<file path="src/rtl/fpmm_pkg.sv">
package fpmm_pkg;
   typedef enum logic [1:0] {
      MODE_PROP = 2'b00,
      MODE_NUM  = 2'b01,
      MODE_CMP  = 2'b10,
      MODE_RSVD = 2'b11
   } mm_mode_e;

   typedef struct packed {
      logic is_nan;
      logic is_snan;
      logic is_zero;
   } fp_class_t;
endpackage

</file>
<file path="src/rtl/fpmm_classify.sv">
module fpmm_classify
   import fpmm_pkg::*;
#(
   parameter int EXP_W = 8,
   parameter int MAN_W = 23,
   localparam int W = 1 + EXP_W + MAN_W
) (
   input  logic [W-1:0] val,
   output fp_class_t    cls
);
   logic [EXP_W-1:0] exp_f;
   logic [MAN_W-1:0] frac_f;
   logic             exp_max;

   assign exp_f   = val[W-2 -: EXP_W];
   assign frac_f  = val[MAN_W-1:0];
   assign exp_max = &exp_f;

   always_comb begin
      cls.is_nan  = exp_max && (frac_f != '0);
      cls.is_snan = cls.is_nan && !frac_f[MAN_W-1];
      cls.is_zero = (val[W-2:0] == '0);
   end
endmodule

</file>
<file path="src/rtl/fpmm_order.sv">
module fpmm_order #(
   parameter int W             = 32,
   parameter bit ZEROS_ORDERED = 1'b1
) (
   input  logic [W-1:0] a,
   input  logic [W-1:0] b,
   output logic         lt
);
   logic raw_lt;
   logic mag_lt;
   logic mag_gt;

   assign mag_lt = a[W-2:0] < b[W-2:0];
   assign mag_gt = a[W-2:0] > b[W-2:0];

   always_comb begin
      if (a[W-1] != b[W-1]) raw_lt = a[W-1];
      else if (a[W-1])      raw_lt = mag_gt;
      else                  raw_lt = mag_lt;
   end

   generate
      if (ZEROS_ORDERED) begin : g_total
         assign lt = raw_lt;
      end else begin : g_ieee
         logic both_zero;
         assign both_zero = (a[W-2:0] == '0) && (b[W-2:0] == '0);
         assign lt = raw_lt && !both_zero;
      end
   endgenerate
endmodule

</file>
<file path="src/rtl/fpmm_select.sv">
module fpmm_select
   import fpmm_pkg::*;
#(
   parameter int          W    = 32,
   parameter logic [W-1:0] QNAN = 32'h7FC0_0000
) (
   input  logic [W-1:0] a,
   input  logic [W-1:0] b,
   input  fp_class_t    ca,
   input  fp_class_t    cb,
   input  logic         ord_lt_ab,
   input  logic         ord_lt_ba,
   input  logic         ieee_lt_ab,
   input  logic         ieee_lt_ba,
   input  logic         op_max,
   input  mm_mode_e     mode,
   output logic [W-1:0] res,
   output logic         inv
);
   logic         any_nan;
   logic         both_nan;
   logic         any_snan;
   logic [W-1:0] ordered_pick;
   logic [W-1:0] cmp_pick;

   assign any_nan  = ca.is_nan | cb.is_nan;
   assign both_nan = ca.is_nan & cb.is_nan;
   assign any_snan = ca.is_snan | cb.is_snan;
   assign inv      = any_snan;

   always_comb begin
      if (op_max) ordered_pick = ord_lt_ba ? a : b;
      else        ordered_pick = ord_lt_ab ? a : b;
      if (op_max) cmp_pick = (ieee_lt_ba && !any_nan) ? a : b;
      else        cmp_pick = (ieee_lt_ab && !any_nan) ? a : b;
   end

   always_comb begin
      case (mode)
         MODE_NUM: begin
            if (any_snan || both_nan) res = QNAN;
            else if (ca.is_nan)       res = b;
            else if (cb.is_nan)       res = a;
            else                      res = ordered_pick;
         end
         MODE_CMP: res = cmp_pick;
         default:  res = any_nan ? QNAN : ordered_pick;
      endcase
   end
endmodule

</file>
<file path="src/rtl/fminmax_unit.sv">
module fminmax_unit
   import fpmm_pkg::*;
#(
   parameter int EXP_W = 8,
   parameter int MAN_W = 23,
   localparam int W = 1 + EXP_W + MAN_W
) (
   input  logic         clk,
   input  logic         rst,
   input  logic         in_valid,
   input  logic         op_max,
   input  logic [1:0]   mode,
   input  logic [W-1:0] opa,
   input  logic [W-1:0] opb,
   output logic         out_valid,
   output logic [W-1:0] result,
   output logic         invalid
);
   localparam logic [W-1:0] QNAN = {1'b0, {EXP_W{1'b1}}, 1'b1, {(MAN_W-1){1'b0}}};

   generate
      if (EXP_W < 2 || MAN_W < 2) begin : g_param_bad
         $error("fminmax_unit: EXP_W and MAN_W must each be at least 2");
      end
   endgenerate

   logic [W-1:0] ops [2];
   fp_class_t    cls [2];
   logic         ord_lt_ab, ord_lt_ba, ieee_lt_ab, ieee_lt_ba;
   logic [W-1:0] res_d;
   logic         inv_d;
   mm_mode_e     mode_e;

   assign ops[0] = opa;
   assign ops[1] = opb;
   assign mode_e = mm_mode_e'(mode);

   generate
      for (genvar i = 0; i < 2; i++) begin : g_cls
         fpmm_classify #(.EXP_W(EXP_W), .MAN_W(MAN_W)) u_cls (
            .val (ops[i]),
            .cls (cls[i])
         );
      end
   endgenerate

   fpmm_order #(.W(W), .ZEROS_ORDERED(1'b1)) u_ord_ab  (.a(opa), .b(opb), .lt(ord_lt_ab));
   fpmm_order #(.W(W), .ZEROS_ORDERED(1'b1)) u_ord_ba  (.a(opb), .b(opa), .lt(ord_lt_ba));
   fpmm_order #(.W(W), .ZEROS_ORDERED(1'b0)) u_ieee_ab (.a(opa), .b(opb), .lt(ieee_lt_ab));
   fpmm_order #(.W(W), .ZEROS_ORDERED(1'b0)) u_ieee_ba (.a(opb), .b(opa), .lt(ieee_lt_ba));

   fpmm_select #(.W(W), .QNAN(QNAN)) u_sel (
      .a          (opa),
      .b          (opb),
      .ca         (cls[0]),
      .cb         (cls[1]),
      .ord_lt_ab  (ord_lt_ab),
      .ord_lt_ba  (ord_lt_ba),
      .ieee_lt_ab (ieee_lt_ab),
      .ieee_lt_ba (ieee_lt_ba),
      .op_max     (op_max),
      .mode       (mode_e),
      .res        (res_d),
      .inv        (inv_d)
   );

   always_ff @(posedge clk) begin
      if (rst) out_valid <= 1'b0;
      else     out_valid <= in_valid;
   end

   always_ff @(posedge clk) begin
      if (in_valid) begin
         result  <= res_d;
         invalid <= inv_d;
      end
   end

   AST_VALID_FOLLOWS: assert property (@(posedge clk) disable iff (rst)
      in_valid |=> out_valid);
   AST_VALID_IDLE: assert property (@(posedge clk) disable iff (rst)
      !in_valid |=> !out_valid);
   AST_RESET_CLEARS: assert property (@(posedge clk)
      rst |=> !out_valid);
   AST_FLAG_SNAN: assert property (@(posedge clk) disable iff (rst)
      in_valid && (cls[0].is_snan || cls[1].is_snan) |=> invalid);
   AST_FLAG_CLEAN: assert property (@(posedge clk) disable iff (rst)
      in_valid && !cls[0].is_snan && !cls[1].is_snan |=> !invalid);
   AST_PROP_NAN: assert property (@(posedge clk) disable iff (rst)
      in_valid && (mode == 2'b00 || mode == 2'b11) && (cls[0].is_nan || cls[1].is_nan)
      |=> result == QNAN);
   AST_NUM_SNAN: assert property (@(posedge clk) disable iff (rst)
      in_valid && mode == 2'b01 && (cls[0].is_snan || cls[1].is_snan)
      |=> result == QNAN);
   AST_PICK_OPERAND: assert property (@(posedge clk) disable iff (rst)
      in_valid && !cls[0].is_nan && !cls[1].is_nan
      |=> (result == $past(opa) || result == $past(opb)));
endmodule

</file>
<file path="config.mk">
export PLATFORM = sky130hd
export DESIGN_NAME = fminmax_unit
export DESIGN_NICKNAME = d
export VERILOG_FILES = /design/src/rtl/fpmm_pkg.sv /design/src/rtl/fpmm_classify.sv /design/src/rtl/fpmm_order.sv /design/src/rtl/fpmm_select.sv /design/src/rtl/fminmax_unit.sv
export SDC_FILE = /design/constraint.sdc
export NUM_CORES = 1
export LEC_CHECK = 0
export BUFFER_PORTS_ARGS = -buffer_cell sky130_fd_sc_hd__clkbuf_2
export CAP_MARGIN = 15
export CORE_UTILIZATION = 50
export DETAILED_ROUTE_END_ITERATION = 16
export PLACE_DENSITY = 0.86
export RECOVER_POWER = 25
export SETUP_SLACK_MARGIN = 0.05
export SLEW_MARGIN = 20
export SYNTH_ARGS = -nofsm -noshare
export SYNTH_HDL_FRONTEND = slang
export SYNTH_SLANG_ARGS = --single-unit
</file>
<file path="constraint.sdc">
create_clock -name clk -period 6.4 [get_ports clk]
set_clock_uncertainty 0.1 [all_clocks]
set_input_delay 0.96 -clock clk [delete_from_list [all_inputs] [get_ports clk]]
set_output_delay 0.96 -clock clk [all_outputs]
set_load 0.02 [all_outputs]
</file>
==> results of run 1 <==
-- worst paths after layout --
path	startpoint	end	cells after the start
worst max-delay path	opb[2]	result[0]$_DFFE_PP_	12
worst min-delay path	rst	out_valid$_SDFF_PP0_	2
-- area by class of cell --
class	instances	area, um2	share of cell area (%)
Clock inverter	3	16.3	0.449
Sequential cell	34	1010	27.9
Clock buffer	5	68.8	1.90
Tap cell	72	90.1	2.49
Inverter	38	143	3.94
Multi-Input combinational cell	241	1770	49.0
Timing Repair Buffer	104	520	14.4
-- sequential cells by signal, indices dropped and copies added, names as in the netlist --
register	cells
out_valid	1
result	32
invalid	1
-- metal layers --
metal | vias up | wire length [um] | global-route usage (%)
met3 | 23 | 813 | 4.02
li1 | 1457 | - | -
met1 | 1405 | 3800 | 39.4
met2 | 185 | 4030 | 44.1
met5 | - | 0 | 0
met4 | 0 | 192 | 11.5
-- where the power goes --
part           switching (uW)  leakage (uW)  internal, uW  total (uW)
registers                9.02      0.000328           286         295
logic                     179       0.00134           110         289
clock network            83.5     0.0000416          74.5         158
total                     271       0.00171           471         742
-- kinds of logic after synthesis --
kind of cell / count (synthesis)
simple gates: 87
buf+inv: 48
mux: 11
fa+ha+maj: 35
xor+xnor: 1
compound gates: 107
flops: 34
-- Yosys cell counts (all sizes together), types with 2 or more instances --
library cell and number:
nor4 15, o21ai 20, and3 2, nor2 20
o22ai 6, a22o 23, edfxtp 33, or3 6
nand3 5, mux2 6, a22oi 6, nand4 11
mux2i 5, inv 38, buf 7, nor3 4
nor2b 4, ha 35, o211ai 6, a211oi 2
and4 2, nand2 17, clkbuf 3, a21oi 25
a31oi 7
-- critical path: stages --
cell	delay, ns
clkbuf_2	0.11
inv_1	0.05
ha_1	0.31
a21oi_1	0.17
a21oi_1	0.10
o31a_1	0.31
o41ai_2	0.32
a21oi_1	0.15
o21bai_4	0.49
nand2_2	0.39
a21o_1	0.54
a22o_1	0.37
-- through the flow --
step	total power, uW	hold slack (ns)
finish	742	0.730
global placement	572	1.02
detailed placement	582	1.03
floorplan	482	0.932
CTS	740	0.725
global route	779	0.732
==> metrics.txt, run 1 <==
failing checks max-capacitance violations, max-slew violations; CTS tree done; status finished with violations; Antenna diodes 0; RSZ-0062 raised after global routing false; post-synthesis simple-gate area fraction 15.1%; FMAX 231 MHz; power density over cell area 205 nW/um2; mux contribution to synthesized area 4.45%; drt initial violations 336; Max H-tree Level 2; DRC viols 0; largest family of logic cells by synthesized area compound AO/OA/AOI/OAI gates; Yosys reg bits 34; CP arrival 4.27 ns; Slew @ Worst Pin 1.93 ns; Min Clock Period, post-route 4.34 ns; Die Ht 79.2 um; cts hold-fix bufs 0; crit end category flop; drt pass-1 iters 5; synthesized area per cell 9.23 um2; dpl ws 1.82 ns; main flop type after synthesis edfxtp_1; Synth Area in Compound Gates 25.0%; CP max FO 25; setup bufs post-CTS 0; WL/cell 17.8 um; worst setup margin 2.06 ns; final std cells w/o fill 497; Max VDD drop 0.101 mV; worst rel slew slack -28.7%; TNS Setup 0 ns; Yosys top cell area share 33.2%; vias per cell 6.18; placed cells 489; fill count 489; Post-synth EDFFs 33; synth top area cells edfxtp_1, ha_1, a22o_1; initial antenna violation count 0; largest net degree at the start of global routing 35; Syn-to-layout area delta 21.5%; vias in the first global route 2,793; first-pass GRT wire length 13.6 mm; Post-Synth Adder-Cell Area 14.7%; Synth cell types 49; Max-Cap Viols 1; Syn Std Cell Area 2980 um2; final antenna-violating net count 0; asr flop ratio synth 0%; leading cell type in the layout, fill and taps excluded clkbuf_2; Hold Path Class primary input to flop; layout cells sized above 1 28.2%; Synth Net Count 428; final setup violation count 0; P_leak 0.00171 uW; via count 3,070; Remaining Overflow, GRT 0; Final Instance Area 3620 um2; TritonCTS buffer count 5; commonest cells after routing, fill and taps aside clkbuf_2, inv_1, ha_1; core area 5640 um2; fin util 64.2%; IO Count 104; sequential area share after synthesis 33.9%; root buffer cell clkbuf_8; Core Rows 27; # nets final 529; Mapped Cells 323; final WL 8.84 mm; post-synth top area cell edfxtp_1; Die Wd 79.2 um; port buffer count 103; post-DP HPWL 6.79 mm; Die ar. 6280 um2; post_cts resized 0; WP data required 6.33 ns; Placer Congestion 0.899; DP Area 3540 um2; Fin. Hold Viols 0; Clock Pin Slew Worst Setup and Hold Paths 0.06 ns; Crit Path Category primary input to flop; Clock Sinks 34; post-synthesis xor/xnor area fraction 0.294%; Yosys Warn Count 0; clk buf depth 2; Startpoint Class primary input; Period Utilization, post-route 67.8%; Initial Utilization 52.9%; Max Slew Vio Count 35; All-Layer GR Usage 28.4%
Power figures use the tool's default switching activity.
==> run 2, diff against run 1 <==
==> constraint.sdc (replaced) <==
create_clock -name clk -period 4.2 [get_ports clk]
set_clock_uncertainty 0.1 [all_clocks]
set_input_delay 0.63 -clock clk [delete_from_list [all_inputs] [get_ports clk]]
set_output_delay 0.63 -clock clk [all_outputs]
set_load 0.02 [all_outputs]
==> metrics.txt, run 2 (same netlist as run 1, synthesis figures left out) <==
status finished with violations; failing checks max-capacitance violations, max-slew violations; WL/cell 17.7 um (-0.22%); Max VDD drop 0.196 mV (+94%); vias in the first global route 2,861 (+2.4%); WP data required 4.10 ns (-2.23 ns); CP max FO 25 (unchanged); Max Slew Vio Count 35 (unchanged); Min Clock Period, post-route 3.64 ns; vias per cell 6.19 (+0.25%); Period Utilization, post-route 86.7%; drt initial violations 329 (-2.1%); power density over cell area 308 nW/um2 (+51%); Core Rows 27 (unchanged); fin util 64.4% (+0.20 points); CP bufs+invs 3 (+1); crit end category flop; Biggest register result; largest net degree at the start of global routing 35 (unchanged); post-DP HPWL 6.92 mm (+1.8%); port buffer count 103 (unchanged); Min-Delay Path Depth 2 (unchanged); Syn-to-layout area delta 21.9%; TritonCTS buffer count 5 (unchanged); commonest cells after routing, fill and taps aside clkbuf_2, inv_1, ha_1; TNS Setup 0 ns (unchanged); Crit Path Category primary input to flop; DRC viols 0 (unchanged); FMAX 275 MHz; core area 5640 um2 (unchanged); initial antenna violation count 0 (unchanged); # nets final 531 (+0.38%); fill count 484 (-1.0%); Crit path largest cell delay 0.47 ns (-0.07 ns); Slew @ Worst Pin 1.87 ns (-0.0604 ns); RSZ-0062 raised after global routing false; Hold Path Class primary input to flop; Crit-path slowest cell o21bai_4; final setup violation count 0 (unchanged); final WL 8.86 mm (+0.18%); Fin. Hold Viols 0 (unchanged); HP Start rst; Placer Congestion 0.970 (+7.8%); CP arrival 3.54 ns (-0.73 ns); Die Wd 79.2 um (unchanged); Antenna diodes 0 (unchanged); via count 3,090 (+0.65%); leading cell type in the layout, fill and taps excluded clkbuf_2; post_cts resized 0 (unchanged); Die ar. 6280 um2 (unchanged); Max H-tree Level 2 (unchanged); first-pass GRT wire length 13.8 mm (+1.7%); clk buf depth 2 (unchanged); worst rel slew slack -24.7% (+4.0 points); Initial Utilization 52.9% (unchanged); max reg flops 32 (unchanged); final antenna-violating net count 0 (unchanged); crit-path most repeated cell a21oi_1; layout cells sized above 1 28.3% (+0.10 points); dominant delay contributor by cell family on the critical path compound AO/OA/AOI/OAI gates; P_leak 0.00172 uW (+0.66%); Die Ht 79.2 um (unchanged); Clock Sinks 34 (unchanged); root buffer cell clkbuf_8; Startpoint Class primary input; Reg area 1010 um2 (unchanged); All-Layer GR Usage 28.6% (+0.27 points); Max-Cap Viols 1 (unchanged); multi-input gate area in the final layout 1770 um2 (unchanged); CTS tree done; Remaining Overflow, GRT 0 (unchanged); Largest regs result x32, invalid x1, out_valid x1; setup bufs post-CTS 0 (unchanged); cts hold-fix bufs 0 (unchanged); hold endpoint out_valid$_SDFF_PP0_; drt pass-1 iters 5 (unchanged); Clock Pin Slew Worst Setup and Hold Paths 0.07 ns (about the same); IO Count 104 (unchanged); Cell Chain, Critical Path clkbuf_2 > inv_1 > ha_1 > a211o_1 > o211ai_1 > a21oi_1 > o41ai_2 > a21oi_1 > o21bai_4 > nand2_2 > buf_4 > mux2_1 > a21oi_1 > a22oi_1
## run 2: cell count changes in the layout (fill, tap and decap cells not counted)
cell / delta
clkinvlp_4: -1
clkbuf_1: +1
buf_4: +2
## run 2: metrics by stage
| stage | total power [uW] | cells | instance area (um2) | hold WS [ns] | setup slack [ns] |
|---|---|---|---|---|---|
| 3_5_place_dp | 888 | 491 | 3560 | 0.696 | 0.324 |
| 2_1_floorplan | 734 | 323 | 2980 | 0.602 | 1.03 |
| 6_report | 1120 | 499 | 3630 | 0.400 | 0.560 |
| 3_3_place_gp | 873 | 491 | 3560 | 0.691 | 0.400 |
| 5_1_grt | 1180 | 499 | 3630 | 0.394 | 0.346 |
| 4_1_cts | 1120 | 499 | 3640 | 0.398 | 0.622 |
## run 2: final cells by class
class / instances / area share (%)
flip-flops and latches: 34 / 27.8
clock buffers: 6 / 2.00
well taps: 72 / 2.48
inverters: 38 / 3.92
multi-input cells: 241 / 48.8
clock inverters: 2 / 0.241
repair buffers: 106 / 14.7
## run 2: worst max-delay path by stage
stage                     startpoint                    to  slack [ns]  cells past startpoint
after detailed placement      opb[8]  result[22]$_DFFE_PP_        0.32                     14
after floorplan               opb[4]  result[24]$_DFFE_PP_        1.03                     13
after global placement        opb[2]  result[22]$_DFFE_PP_        0.40                     14
after CTS                     opb[8]  result[22]$_DFFE_PP_        0.62                     14
after global routing          opb[2]  result[30]$_DFFE_PP_        0.35                     14
final                         opb[8]  result[22]$_DFFE_PP_        0.56                     14
## run 2: report_power, final
part	leakage [uW]	internal, uW	switching [uW]
registers	0.000328	436	12.4
logic	0.00135	170	271
clock network	0.0000426	114	117
## run 2: per-layer routing
| layer | share of wire [%] | vias up | routed length, um | track usage, % |
|---|---|---|---|---|
| li1 | - | 1460 | - | - |
| met1 | 44 | 1443 | 3860 | 38.5 |
| met2 | 47 | 156 | 4180 | 47.1 |
| met3 | 6.6 | 31 | 584 | 3.56 |
| met4 | 2.6 | 0 | 226 | 10.2 |
| met5 | 0 | - | 0 | 0 |
